[config.mk]
export PLATFORM = sky130hd
export DESIGN_NAME = adc_irq_ctrl
export DESIGN_NICKNAME = d
export VERILOG_FILES = /design/src/rtl/adc_irq_pkg.sv /design/src/rtl/adc_irq_rise.sv /design/src/rtl/adc_irq_cmp.sv /design/src/rtl/adc_irq_status.sv /design/src/rtl/adc_irq_regs.sv /design/src/rtl/adc_irq_ctrl.sv
export SDC_FILE = /design/constraint.sdc
export NUM_CORES = 1
export LEC_CHECK = 0
export ABC_AREA = 1
export CAP_MARGIN = 20
export CORE_ASPECT_RATIO = 0.7
export CORE_MARGIN = 5
export CORE_UTILIZATION = 50
export DETAILED_ROUTE_END_ITERATION = 8
export HOLD_SLACK_MARGIN = 0.05
export PLACE_DENSITY = 0.73
export SLEW_MARGIN = 20
export SYNTH_ARGS = -nofsm -noshare
export SYNTH_HDL_FRONTEND = slang
export SYNTH_SLANG_ARGS = --single-unit
[constraint.sdc]
create_clock -name clk_i -period 2.2 [get_ports clk_i]
set_input_delay 0.44 -clock clk_i [delete_from_list [all_inputs] [get_ports clk_i]]
set_output_delay 0.44 -clock clk_i [all_outputs]
set_load 0.01 [all_outputs]
[src/rtl/adc_irq_pkg.sv]
package adc_irq_pkg;
  localparam int NUM_CMP  = 4;
  localparam int NUM_SRC  = NUM_CMP + 1;
  localparam int SRC_LSB  = 4;   // DCOMP1 lands on register bit 4
  localparam int DRDY_IDX = NUM_CMP;
  localparam int REG_W    = 16;

  localparam int ADR_STS  = 'h1A;
  localparam int ADR_MSK  = 'h22;
  localparam int ADR_THR0 = 'h40;
  localparam int ADR_DIR  = 'h44;

  typedef enum logic [2:0] {
    SEL_NONE,
    SEL_STS,
    SEL_MSK,
    SEL_THR,
    SEL_DIR
  } reg_sel_e;
endpackage

[src/rtl/adc_irq_rise.sv]
module adc_irq_rise (
  input  logic clk_i,
  input  logic rst_ni,
  input  logic lvl_i,
  output logic evt_o
);
  logic lvl_q;

  always_ff @(posedge clk_i or negedge rst_ni) begin
    if (!rst_ni) lvl_q <= 1'b0;
    else         lvl_q <= lvl_i;
  end

  assign evt_o = lvl_i & ~lvl_q;
endmodule

[src/rtl/adc_irq_cmp.sv]
module adc_irq_cmp #(
  parameter int DATA_W = 12
) (
  input  logic              clk_i,
  input  logic              rst_ni,
  input  logic              smp_valid_i,
  input  logic [DATA_W-1:0] smp_data_i,
  input  logic [DATA_W-1:0] thr_i,
  input  logic              above_i,
  output logic              evt_o
);
  logic hit;
  logic cond_q;

  // strict compare: equality is neither above nor below
  assign hit = above_i ? (smp_data_i > thr_i) : (smp_data_i < thr_i);

  // condition level only advances on qualified samples
  always_ff @(posedge clk_i or negedge rst_ni) begin
    if (!rst_ni)          cond_q <= 1'b0;
    else if (smp_valid_i) cond_q <= hit;
  end

  assign evt_o = smp_valid_i & hit & ~cond_q;
endmodule

[src/rtl/adc_irq_status.sv]
module adc_irq_status
  import adc_irq_pkg::*;
(
  input  logic               clk_i,
  input  logic               rst_ni,
  input  logic [NUM_SRC-1:0] evt_i,
  input  logic               clr_i,
  input  logic [NUM_SRC-1:0] msk_i,
  output logic [NUM_SRC-1:0] sts_o,
  output logic               irq_o
);
  logic [NUM_SRC-1:0] sts_q;
  logic [NUM_SRC-1:0] sts_d;

  // new events win over the read clear
  always_comb begin
    sts_d = clr_i ? '0 : sts_q;
    sts_d = sts_d | evt_i;
  end

  always_ff @(posedge clk_i or negedge rst_ni) begin
    if (!rst_ni) sts_q <= '0;
    else         sts_q <= sts_d;
  end

  assign sts_o = sts_q;
  assign irq_o = |(sts_q & ~msk_i);
endmodule

[src/rtl/adc_irq_regs.sv]
module adc_irq_regs
  import adc_irq_pkg::*;
#(
  parameter int ADDR_W = 8,
  parameter int DATA_W = 12
) (
  input  logic                           clk_i,
  input  logic                           rst_ni,
  input  logic                           reg_we_i,
  input  logic                           reg_re_i,
  input  logic [ADDR_W-1:0]              reg_addr_i,
  input  logic [REG_W-1:0]               reg_wdata_i,
  input  logic [NUM_SRC-1:0]             sts_i,
  output logic [REG_W-1:0]               reg_rdata_o,
  output logic                           sts_rd_o,
  output logic [NUM_SRC-1:0]             msk_o,
  output logic [NUM_CMP-1:0][DATA_W-1:0] thr_o,
  output logic [NUM_CMP-1:0]             dir_o
);
  localparam int IDX_W = (NUM_CMP > 1) ? $clog2(NUM_CMP) : 1;

  reg_sel_e                       sel;
  logic [IDX_W-1:0]               idx;
  logic [NUM_SRC-1:0]             msk_q;
  logic [NUM_CMP-1:0][DATA_W-1:0] thr_q;
  logic [NUM_CMP-1:0]             dir_q;
  logic                           unused_wdata;

  assign unused_wdata = ^reg_wdata_i;

  always_comb begin
    sel = SEL_NONE;
    idx = '0;
    if (reg_addr_i == ADDR_W'(ADR_STS))      sel = SEL_STS;
    else if (reg_addr_i == ADDR_W'(ADR_MSK)) sel = SEL_MSK;
    else if (reg_addr_i == ADDR_W'(ADR_DIR)) sel = SEL_DIR;
    else begin
      for (int i = 0; i < NUM_CMP; i++) begin
        if (reg_addr_i == ADDR_W'(ADR_THR0 + i)) begin
          sel = SEL_THR;
          idx = IDX_W'(i);
        end
      end
    end
  end

  always_ff @(posedge clk_i or negedge rst_ni) begin
    if (!rst_ni) begin
      msk_q <= '1;
      thr_q <= '0;
      dir_q <= '0;
    end else if (reg_we_i) begin
      case (sel)
        SEL_MSK: msk_q      <= reg_wdata_i[SRC_LSB +: NUM_SRC];
        SEL_THR: thr_q[idx] <= reg_wdata_i[DATA_W-1:0];
        SEL_DIR: dir_q      <= reg_wdata_i[NUM_CMP-1:0];
        default: ;
      endcase
    end
  end

  always_comb begin
    reg_rdata_o = '0;
    if (reg_re_i) begin
      case (sel)
        SEL_STS: reg_rdata_o[SRC_LSB +: NUM_SRC] = sts_i;
        SEL_MSK: reg_rdata_o[SRC_LSB +: NUM_SRC] = msk_q;
        SEL_THR: reg_rdata_o[DATA_W-1:0]         = thr_q[idx];
        SEL_DIR: reg_rdata_o[NUM_CMP-1:0]        = dir_q;
        default: ;
      endcase
    end
  end

  assign sts_rd_o = reg_re_i && (sel == SEL_STS);
  assign msk_o    = msk_q;
  assign thr_o    = thr_q;
  assign dir_o    = dir_q;
endmodule

[src/rtl/adc_irq_ctrl.sv]
module adc_irq_ctrl
  import adc_irq_pkg::*;
#(
  parameter int ADDR_W = 8,
  parameter int DATA_W = 12
) (
  input  logic              clk_i,
  input  logic              rst_ni,
  input  logic              drdy_i,
  input  logic              smp_valid_i,
  input  logic [DATA_W-1:0] smp_data_i,
  input  logic              reg_we_i,
  input  logic              reg_re_i,
  input  logic [ADDR_W-1:0] reg_addr_i,
  input  logic [15:0]       reg_wdata_i,
  output logic [15:0]       reg_rdata_o,
  output logic              irq_o
);
  logic [NUM_SRC-1:0]             evt;
  logic [NUM_SRC-1:0]             sts_q;
  logic [NUM_SRC-1:0]             msk_q;
  logic [NUM_CMP-1:0][DATA_W-1:0] thr;
  logic [NUM_CMP-1:0]             dir;
  logic                           sts_rd;

  adc_irq_regs #(
    .ADDR_W (ADDR_W),
    .DATA_W (DATA_W)
  ) i_regs (
    .clk_i       (clk_i),
    .rst_ni      (rst_ni),
    .reg_we_i    (reg_we_i),
    .reg_re_i    (reg_re_i),
    .reg_addr_i  (reg_addr_i),
    .reg_wdata_i (reg_wdata_i),
    .sts_i       (sts_q),
    .reg_rdata_o (reg_rdata_o),
    .sts_rd_o    (sts_rd),
    .msk_o       (msk_q),
    .thr_o       (thr),
    .dir_o       (dir)
  );

  adc_irq_rise i_drdy_rise (
    .clk_i  (clk_i),
    .rst_ni (rst_ni),
    .lvl_i  (drdy_i),
    .evt_o  (evt[DRDY_IDX])
  );

  for (genvar g = 0; g < NUM_CMP; g++) begin : g_cmp
    adc_irq_cmp #(
      .DATA_W (DATA_W)
    ) i_cmp (
      .clk_i       (clk_i),
      .rst_ni      (rst_ni),
      .smp_valid_i (smp_valid_i),
      .smp_data_i  (smp_data_i),
      .thr_i       (thr[g]),
      .above_i     (dir[g]),
      .evt_o       (evt[g])
    );
  end

  adc_irq_status i_status (
    .clk_i  (clk_i),
    .rst_ni (rst_ni),
    .evt_i  (evt),
    .clr_i  (sts_rd),
    .msk_i  (msk_q),
    .sts_o  (sts_q),
    .irq_o  (irq_o)
  );
endmodule

==> reports/metrics.yaml <==
outcome:
  status: "finished with violations"
  violated_checks: "negative setup slack"
logic_synthesis:
  syn_inst: 660
  postSynthAreaPerCell_um2: 7.33
  synth.largest_area_cell: "sky130_fd_sc_hd__dfrtp_1"
  mapped_cell_area_um2: 4840
  yosys_warnings: 0
  synth.distinct_cells: 33
  synth-seq-cells: 67
  synth_top_cells_by_area: "sky130_fd_sc_hd__dfrtp_1 (32%), sky130_fd_sc_hd__nand2_1 (17%), sky130_fd_sc_hd__ha_1 (12%)"
  post-synth-top-area-fraction_pct: 32.1
  yosysSeqAreaShare_pct: 34.8
floorplan:
  fp.dieW_um: 128
  vertical_die_dimension_um: 92.3
  row_count: 30
  floorplan.initialDensity_pct: 50.5
  num_io_pins: 59
  floorplan.die_area_um2: 11800
  core_ar_um2: 9570
clocking:
  numCtsBuffers: 9
  clock_latency_reported_for_the_late_side_of_the_worst_skew_pair_ns: 0.33
  clockRootBuffer: "sky130_fd_sc_hd__clkbuf_16"
  max-clock-path-buffers: 2
  cts_max_level: 3
  tritoncts_num_sinks: 67
  tritoncts: "done"
  clkTransAtPathRegs_ns: 0.05
placed_design:
  post_dp_cell_area_um2: 5730
  place.detailed.instances: 856
  gp_congestion: 0.943
  io_buffers: 50
  place.detailed.hpwl_mm: 10.4
final_layout:
  insertedDiodeCount: 0
  area_delta_synth_final_pct: 31.2
  num-fill-cells: 822
  final_common_cell: "sky130_fd_sc_hd__nand2_1"
  cell_area_after_layout_um2: 6350
  finalNonFillerCells: 892
  drive_above_1_share_pct: 20.0
  fin_nets: 849
  most_used_cells_in_the_layout_excluding_fill_and_tap_cells: "sky130_fd_sc_hd__nand2_1 (206), sky130_fd_sc_hd__inv_1 (102), sky130_fd_sc_hd__dfrtp_1 (62)"
global_routing:
  wire_length_of_the_first_global_routing_pass_mm: 22.9
  congestion_overflow_gr: 0
  grtUsageTotal_pct: 25.2
  grt_pass1_vias: 4665
  grt_antenna_before_repair: 0
  grt_start_max_net_pins: 53
critical_path:
  critPathRequiredTime_ns: 1.76
  critical_setup_path_class: "input port to output port"
  end_kind: "output port"
  worst_ep_arrival_time_ns: 1.82
  crit_path_max_fanout: 3
  start_kind: "input port"
routing:
  post-route-drc-count: 0
  post_detailed_route_wirelength_per_cell_um: 16.4
  drt-vias-per-instance: 5.31
  detailedRoute.firstPassIterationCount: 5
  route.antenna.remaining_nets: 0
  drtIter0Drc: 371
  routed-via-count: 4739
  drt_wl_total_mm: 14.7
timing:
  timing.fmax_mhz: 442
  timing.clock.skew_ns: 0.00647
  hold_viol_final: 0
  rsz_0062_raised_after_global_routing: "yes"
  period_needed_ns: 2.26
  hold_ws_ns: 0.434
  fin_crit_sh_pct: 103
  setup_violations: 3
  layout_setup_ws_ns: -0.0606
  maxSlewViolCount: 0
  totalNegativeSetupSlack_ns: -0.106
power_and_ir_drop:
  p_leak_nw: 3.12
  max-vdd-ir-drop_mv: 0.381
  cellPowerDensity_nw_per_um2: 518
flow_run:
  timing.max_cap.violations: 0
worst_hold_path:
  worstHoldPathType: "flop to flop"
## registers in the layout, summed over array words and instances (netlist names)
| name | count |
|---|---|
| i_regs.thr_o | 48 |
| i_regs.msk_o | 5 |
| i_status.sts_o | 5 |
| g_cmp.i_cmp.cond_q | 4 |
| i_regs.dir_o | 4 |
| i_drdy_rise.lvl_q | 1 |
## cell usage after synthesis, drive strengths merged
| library cell | instances |
|---|---|
| a21oi | 20 |
| o21ai | 74 |
| conb | 1 |
| o22ai | 2 |
| nand3 | 38 |
| a221oi | 1 |
| buf | 17 |
| and2 | 4 |
| dfstp | 5 |
| nand2 | 219 |
| dfrtp | 62 |
| nand4 | 20 |
| inv | 110 |
| a21o | 4 |
| clkbuf | 4 |
| ha | 48 |
| nor2 | 26 |
| nor4 | 1 |
| o21a | 4 |
## per-layer routing
| metal | routed length [um] | track usage (%) |
|---|---|---|
| met1 | 6400 | 32.5 |
| met2 | 7000 | 40.7 |
| met3 | 911 | 6.58 |
| met4 | 356 | 9.11 |
| met5 | 0 | 0 |
## metrics by stage
step / util [%] / total power, mW / setup WS, ns
after floorplan: - / 1.67 / 0.293
after global placement: 59.8 / 1.89 / -0.678
after detailed placement: 59.8 / 1.92 / -0.768
after CTS: 64.7 / 3.28 / 0.00125
after global routing: 66.3 / 3.47 / -0.109
final: 66.3 / 3.29 / -0.0606
## timing repair
action                                  4_1_cts  5_1_grt
setup buffers                                11        5
hold buffers                                  1        0
gates resized for setup                     119       38
cloned                                        4        1
pin swaps                                    15       31
endpoints found under the setup margin       13       10
endpoints found under the hold margin        15        0
## critical path, stage by stage
cell                      delay, ns
sky130_fd_sc_hd__buf_2         0.13
sky130_fd_sc_hd__inv_2         0.09
sky130_fd_sc_hd__nand2_2       0.10
sky130_fd_sc_hd__nor2_4        0.13
sky130_fd_sc_hd__nand2_4       0.09
sky130_fd_sc_hd__nand3_4       0.13
sky130_fd_sc_hd__buf_12        0.12
sky130_fd_sc_hd__buf_4         0.12
sky130_fd_sc_hd__nand2_2       0.06
sky130_fd_sc_hd__nand2_2       0.06
sky130_fd_sc_hd__nand2_2       0.05
sky130_fd_sc_hd__a21oi_2       0.14
sky130_fd_sc_hd__buf_2         0.16
## power by group
group / internal (mW) / switching, mW
Combinational: 0.259 / 0.344
Sequential: 1.30 / 0.0476
Clock: 0.827 / 0.514
Total: 2.38 / 0.906
## cells by family after synthesis
logic type,share of synthesized area (%)
buf+inv,11.6
compound gates,12.3
other cells,0.0775
flops,34.8
fa+ha+maj,12.4
simple gates,28.8
## final timing paths
kind	end	from	slack [ns]	depth (start not counted)
setup / recovery	reg_rdata_o[5]	reg_addr_i[6]	-0.06	13
hold / removal	i_status.sts_o[4]	i_drdy_rise.lvl_q	0.43	1
setup reg to reg	g_cmp[0].i_cmp.cond_q	i_regs.thr_o[7]	0.45	10
hold reg to reg	i_status.sts_o[4]	i_drdy_rise.lvl_q	0.43	1
max in group asynchronous	i_regs.msk_o[4]	rst_ni	0.97	3
min in group asynchronous	i_regs.thr_o[36]	rst_ni	0.55	2
## cell type report
cell class | count | area (um2) | share of cell area, %
clock buffers | 16 | 272 | 4.28
inverters | 110 | 423 | 6.66
multi-input cells | 465 | 2750 | 43.3
flip-flops and latches | 67 | 1680 | 26.5
well taps | 128 | 160 | 2.52
repair buffers | 106 | 1060 | 16.8
Note: power is estimated with default switching activity, not from simulation.
